--- config.mk ---
export PLATFORM = sky130hd
export DESIGN_NAME = tw_bus_watch
export DESIGN_NICKNAME = d
export VERILOG_FILES = /design/src/rtl/tw_mon_pkg.sv /design/src/rtl/tw_cond_detect.sv /design/src/rtl/tw_bus_fsm.sv /design/src/rtl/tw_arb_check.sv /design/src/rtl/tw_bus_watch.sv
export SDC_FILE = /design/constraint.sdc
export NUM_CORES = 1
export LEC_CHECK = 0
export ABC_AREA = 1
export BUFFER_PORTS_ARGS = -buffer_cell sky130_fd_sc_hd__buf_2
export CORE_AREA = 2 2 39 41
export CTS_CLUSTER_DIAMETER = 30
export DETAILED_ROUTE_END_ITERATION = 10
export DIE_AREA = 0 0 41 43
export MAX_ROUTING_LAYER = met4
export PLACE_DENSITY_LB_ADDON = 0.1
export REMOVE_ABC_BUFFERS = 1
export SLEW_MARGIN = 20
export SYNTH_ARGS = -nofsm -noshare
export SYNTH_HDL_FRONTEND = slang
export SYNTH_HIERARCHICAL = 1
export SYNTH_SLANG_ARGS = --single-unit
export TNS_END_PERCENT = 5
--- constraint.sdc ---
create_clock -name clk -period 1.35 [get_ports clk]
set_clock_uncertainty 0.1 [all_clocks]
set_input_delay 0.2025 -clock clk [delete_from_list [all_inputs] [get_ports clk]]
set_output_delay 0.2025 -clock clk [all_outputs]
set_load 0.02 [all_outputs]
--- src/rtl/tw_mon_pkg.sv ---
package tw_mon_pkg;
    localparam int PHASE_W = 3;
    localparam logic [PHASE_W-1:0] PH_FIRST = 3'd1;  // address
    localparam logic [PHASE_W-1:0] PH_LAST  = 3'd5;  // acknowledge

    typedef enum logic [1:0] {
        S_OFF,
        S_IDLE,
        S_BUSY,
        S_STOPPED
    } bus_state_e;

    typedef enum logic {
        A_CLEAN,
        A_LOST
    } arb_state_e;

    function automatic logic phase_checked(input logic [PHASE_W-1:0] p);
        return (p >= PH_FIRST) && (p <= PH_LAST);
    endfunction
endpackage

--- src/rtl/tw_cond_detect.sv ---
module tw_cond_detect (
    input  logic clk,
    input  logic rst_n,
    input  logic scl,
    input  logic sda,
    output logic start_det,
    output logic stop_det
);
    logic scl_q;
    logic sda_q;

    always_ff @(posedge clk or negedge rst_n) begin
        if (!rst_n) begin
            scl_q <= 1'b1;
            sda_q <= 1'b1;
        end else begin
            scl_q <= scl;
            sda_q <= sda;
        end
    end

    // Clock high on both samples; the data edge decides the kind.
    always_comb begin
        start_det = scl_q && scl && sda_q && !sda;
        stop_det  = scl_q && scl && !sda_q && sda;
    end
endmodule

--- src/rtl/tw_bus_fsm.sv ---
module tw_bus_fsm
    import tw_mon_pkg::*;
(
    input  logic clk,
    input  logic rst_n,
    input  logic en,
    input  logic start_det,
    input  logic stop_det,
    input  logic irq_en,
    output logic start_seen,
    output logic stop_seen,
    output logic bus_free,
    output logic irq
);
    bus_state_e state, state_nx;
    logic       irq_q;

    always_comb begin
        state_nx = state;
        if (!en) begin
            state_nx = S_OFF;
        end else begin
            unique case (state)
                S_OFF:     state_nx = S_IDLE;
                S_IDLE:    state_nx = S_IDLE;
                S_BUSY:    state_nx = S_BUSY;
                S_STOPPED: state_nx = S_STOPPED;
            endcase
            if (start_det)     state_nx = S_BUSY;
            else if (stop_det) state_nx = S_STOPPED;
        end
    end

    always_ff @(posedge clk or negedge rst_n) begin
        if (!rst_n) begin
            state <= S_OFF;
            irq_q <= 1'b0;
        end else begin
            state <= state_nx;
            irq_q <= en && irq_en && stop_det;
        end
    end

    always_comb begin
        start_seen = 1'b0;
        stop_seen  = 1'b0;
        unique case (state)
            S_OFF:     ;
            S_IDLE:    ;
            S_BUSY:    start_seen = 1'b1;
            S_STOPPED: stop_seen  = 1'b1;
        endcase
        bus_free = stop_seen || (!start_seen && !stop_seen);
        irq      = irq_q;
    end

    // an enabled opening condition shows as start_seen after the edge
    a_r2_start_sets: assert property (@(posedge clk) disable iff (!rst_n)
        en && start_det |=> start_seen && !stop_seen);

    // an enabled closing condition shows as stop_seen after the edge
    a_r3_stop_sets: assert property (@(posedge clk) disable iff (!rst_n)
        en && stop_det |=> stop_seen && !start_seen);

    // with no condition, an enabled monitor keeps its state
    a_r4_hold: assert property (@(posedge clk) disable iff (!rst_n)
        state != S_OFF && en && !start_det && !stop_det |=> $stable(state));
endmodule

--- src/rtl/tw_arb_check.sv ---
module tw_arb_check
    import tw_mon_pkg::*;
(
    input  logic               clk,
    input  logic               rst_n,
    input  logic               en,
    input  logic               drive_act,
    input  logic [PHASE_W-1:0] phase,
    input  logic               scl,
    input  logic               sda,
    input  logic               sda_drive,
    input  logic               col_clr,
    output logic               col_flag
);
    arb_state_e astate, astate_nx;
    logic       mismatch;

    always_comb begin
        mismatch = en && drive_act && phase_checked(phase)
                   && scl && sda_drive && !sda;
    end

    always_comb begin
        astate_nx = astate;
        unique case (astate)
            A_CLEAN: if (mismatch) astate_nx = A_LOST;
            A_LOST:  if (col_clr && !mismatch) astate_nx = A_CLEAN;
        endcase
    end

    always_ff @(posedge clk or negedge rst_n) begin
        if (!rst_n) astate <= A_CLEAN;
        else        astate <= astate_nx;
    end

    always_comb col_flag = (astate == A_LOST);

    // a detected mismatch raises the flag at the next edge
    a_r7_loss_flags: assert property (@(posedge clk) disable iff (!rst_n)
        mismatch |=> col_flag);

    // a released line reading high never raises the flag
    a_r8_no_false_loss: assert property (@(posedge clk) disable iff (!rst_n)
        !col_flag && sda |=> !col_flag);

    // the flag holds without a clear
    a_r9_sticky: assert property (@(posedge clk) disable iff (!rst_n)
        col_flag && !col_clr |=> col_flag);
endmodule

--- src/rtl/tw_bus_watch.sv ---
module tw_bus_watch
    import tw_mon_pkg::*;
(
    input  logic               clk,
    input  logic               rst_n,
    input  logic               en,
    input  logic               scl_in,
    input  logic               sda_in,
    input  logic               sda_drive,
    input  logic               drive_act,
    input  logic [PHASE_W-1:0] phase,
    input  logic               irq_en,
    input  logic               col_clr,
    output logic               start_seen,
    output logic               stop_seen,
    output logic               bus_free,
    output logic               col_flag,
    output logic               irq
);
    logic start_det;
    logic stop_det;

    tw_cond_detect u_det (
        .clk       (clk),
        .rst_n     (rst_n),
        .scl       (scl_in),
        .sda       (sda_in),
        .start_det (start_det),
        .stop_det  (stop_det)
    );

    tw_bus_fsm u_fsm (
        .clk        (clk),
        .rst_n      (rst_n),
        .en         (en),
        .start_det  (start_det),
        .stop_det   (stop_det),
        .irq_en     (irq_en),
        .start_seen (start_seen),
        .stop_seen  (stop_seen),
        .bus_free   (bus_free),
        .irq        (irq)
    );

    tw_arb_check u_arb (
        .clk       (clk),
        .rst_n     (rst_n),
        .en        (en),
        .drive_act (drive_act),
        .phase     (phase),
        .scl       (scl_in),
        .sda       (sda_in),
        .sda_drive (sda_drive),
        .col_clr   (col_clr),
        .col_flag  (col_flag)
    );

    // a disabled monitor shows no condition flag and no interrupt
    a_r1_off_clear: assert property (@(posedge clk) disable iff (!rst_n)
        !en |=> !start_seen && !stop_seen && !irq);

    // an interrupt only comes with the closing flag set
    a_r6_irq_with_stop: assert property (@(posedge clk) disable iff (!rst_n)
        irq |-> stop_seen && $past(irq_en));
endmodule

After elaboration in Yosys (flattened, before gate mapping). Index checks and enable logic that the tools add are counted.

Register bits: 6. Bits of input ports: 12. Output and inout port bits: 5. Logic and storage cells: 43.

$lt $le $gt $ge: 2. Equal/unequal tests: 3. Multiplexer cells: 9. Bitwise gates (word level): 1. Reductions and logical operators: 23.

Operators by type and width (count): $logic_and 1x1->1 (15); $mux 2 (3); $pmux 2 s3 (1); $logic_not 1->1 (5); $eq 2x2->1 const B (2); $mux 1 (4); $ge 3x1->1 const B (1); $le 3x3->1 const B (1); $eq 2x1->1 const B (1); $logic_not 2->1 (1); $pmux 1 s2 (1); $reduce_or 2->1 (1); $logic_or 1x1->1 (1); $not 1->1 (1).

Depth between registers and ports, before layout.
Depth after elaboration: 10. Mapped depth: 7.

By module. Netlist, hierarchy kept.

By module, submodules not included: tw_bus_fsm (instances 1, cells an instance 18, area an instance 133.9 um^2, sequential area each 75.1 um^2); tw_cond_detect (instances 1, cells an instance 9, area an instance 78.8 um^2, sequential area each 52.6 um^2); tw_arb_check (instances 1, cells an instance 12, area an instance 68.8 um^2, sequential area each 25.0 um^2).

Worst setup path after synthesis. OpenSTA, ideal clock, no wires.

Kind: flip-flop to output port. Start: register u_fsm.state[0]. End: output port start_seen. Arrival: 751 ps. Required time: 1048 ps. Slack: 296 ps. Stages on the path, launching flop included: 4. Cells stage by stage: dfrtp_1 > inv_1 > nand2_1 > inv_1.

Cells in the longest elaborated chain, start to end: 2.

RTL lines: start: declaration (RTL line tw_bus_fsm.sv:15) `bus_state_e state, state_nx;`; start signal: assignment (RTL line tw_bus_fsm.sv:39) `state <= state_nx;`; $eq 2x2->1 (RTL line tw_bus_fsm.sv:47) `unique case (state)`; $mux 1 (RTL line tw_bus_fsm.sv:47); end: declaration (RTL line tw_bus_watch.sv:14) `output logic start_seen,`.

Every way passes these cells.

Worst setup path after layout. Same ends and word-level chain as after synthesis.

==> metrics.cfg <==
[outcome]
outcome=complete, no violations

[floorplanning]
fp.dieArea_mm2=0.00176
initial_core_util=0.203
core_area_mm2=0.00138
fp.dieH_um=43
io_pins=17
rows=14
dieWidth_um=41

[routing]
drcViolationCount=0
ant_nets=0
first_pass_iters=6
vias=309
drt_iter0_drc=7
avgRoutedWirePerCell_um=8.17
totalWireLength_um=637
viasPerCell=3.96

[timing]
max_freq_mhz=799
relSlewSlack=0.900
finalHoldViolCount=0
grt_setup_unrepaired=false
setup_tns_ns=0
worst_pin_slew_ns=0.150
report.final.slew_viol_count=0
fin_crit_ns=1.25
setup_viol_count_final=0
hold_ws_ns=0.0701
finalCritPeriodShare=0.927

[cells_and_area]
multi_input_area_um2=91.3
area_delta_synth_final_pct=55.6
fin_nets=75
drive_gt1_frac=0.339
ff_latch_area_um2=153
n_antenna_cell=0
nFillCells=151

[global_routing]
grt_pass1_vias=266
grt_pass1_wl_um=1080
antenna_found_initial=0
grtUsageTotal=0.0985
grt_overflow=0
grt_max_degree=7

[run]
drv_cap=0

[yosys]
ys_ff_latch=6
ys_types=7
synth.avg_cell_area_um2=7.22
synth_cells=39
synth_sequential_area_ratio=0.542
synth_area_um2=282
ys_warn_count=6

[min_path]
hp-class=primary input to flip-flop

[worst_setup_path]
slowest_stage=dfrtp_1
critPathCaptureType=output pin
slowest_delay_ns=0.37
path_buf_inv=3
crit_required_ns=1.05
crit_family=flip-flops
crit_chain=inv_1 > nand2_1 > inv_1 > buf_2
worstPathMaxFanout=2
worst-endpoint-arrival_ns=0.95
worstSetupStartpointType=flip-flop
critical_path_class=flip-flop to output pin
cp_common_cell=inv_1

[power]
peakVddDrop_uv=316
pwr-share-seq=0.444
p_leak_nw=0.268
switching_share=0.246
p_comb_frac=0.137
power_density_mw_per_mm2=1000
p_switching_mw=0.108
clockPowerShare=0.419
internal_power_mw=0.332

[cts]
clockRootBuffer=clkbuf_4
cts_buffers=3
post_cts_buffers=0
clock_path_buffers=2
clk_pin_slew_ns=0.05
clk_latency_ns=0.25
cts_sinks=6
cts_tree=done
cts_hold_buf=3
post_cts_resized=0
htree_levels=1

[placed_design]
dp_hpwl_um=461
port-buffer-count=16
place_congestion=0.701

-- sequential cells by signal, indices dropped and copies added, names as in the netlist --
signal          cells
u_fsm/state         2
u_arb/col_flag      1
u_det/sda_q         1
u_det/scl_q         1
u_fsm/irq           1
-- synth_stat cells --
cell / n / area, um^2
dfstp_2: 2 / 52.6
nand3_1: 2 / 10.0
nor2_1: 7 / 26.3
nand2_1: 12 / 45.0
inv_1: 10 / 37.5
dfrtp_1: 4 / 100
a21oi_1: 2 / 10.0
-- cell usage in the layout, fill, tap and decap left out --
| cell | count |
|---|---|
| a21oi_1 | 2 |
| buf_2 | 16 |
| clkbuf_1 | 1 |
| clkbuf_4 | 3 |
| dfrtp_1 | 4 |
| dfstp_2 | 2 |
| dlygate4sd3_1 | 3 |
| inv_1 | 10 |
| nand2_1 | 12 |
| nand3_1 | 2 |
| nor2_1 | 7 |
-- path summary, 6_finish.rpt --
kind                                      from              to  slack, ns  cells past startpoint
worst max-delay path            u_fsm/state[0]      start_seen        0.1                      4
min in group asynchronous                rst_n  u_fsm/state[1]       0.20                      2
max in group asynchronous                rst_n     u_det/scl_q       0.73                      2
worst min-delay path                    irq_en       u_fsm/irq       0.07                      3
worst min register to register  u_arb/col_flag  u_arb/col_flag       0.38                      2
worst max register to register     u_det/scl_q  u_fsm/state[1]       0.22                      4
-- power groups by stage --
stage / registers, mW / logic [mW] / clock network (mW)
2_1_floorplan: 0.198 / 0.0237 / 0
3_3_place_gp: 0.198 / 0.0542 / 0
3_5_place_dp: 0.198 / 0.0540 / 0
4_1_cts: 0.195 / 0.0604 / 0.192
5_1_grt: 0.195 / 0.0695 / 0.210
6_report: 0.195 / 0.0605 / 0.184
-- final cells by class --
type	instances	share of cell area
clock buffers	4	0.0600
inverters	10	0.0857
multi-input cells	23	0.209
flip-flops and latches	6	0.349
well taps	16	0.0457
repair buffers	19	0.251
-- worst reg2reg max path, cell delays in order (launching register included) --
cell,delay (ns)
dfstp_2,0.51
nand2_1,0.06
nor2_1,0.15
inv_1,0.09
a21oi_1,0.16
-- per-stage QoR --
step / power, mW / std cells / util / area [um^2] / setup slack, ns
finish: 0.440 / 78 / 0.316 / 438 / 0.0990
global placement: 0.252 / 71 / 0.276 / 382 / 0.231
global route: 0.475 / 78 / 0.316 / 438 / 0.00495
floorplan: 0.222 / 39 / - / 282 / 0.296
detailed placement: 0.252 / 71 / 0.276 / 382 / 0.232
CTS: 0.447 / 78 / 0.316 / 438 / 0.0853
-- metal layers --
metal  share of wire  track usage  vias to the layer above
met2            0.45        0.122                       21
met4          0.0094        0.100                        0
met5               0            -                        -
met1            0.47        0.116                      129
met3           0.072       0.0314                        2
li1                -            -                      157
-- kinds of logic (layout without fill, tap and decap cells) --
kind of cell | after synthesis | after routing | synth area share
AND/OR/NAND/NOR | 21 | 21 | 0.289
buffers and inverters | 10 | 33 | 0.133
flip-flops | 6 | 6 | 0.542
AO/OA/AOI/OAI | 2 | 2 | 0.0356
No activity file was read; power rests on OpenSTA's default activity.
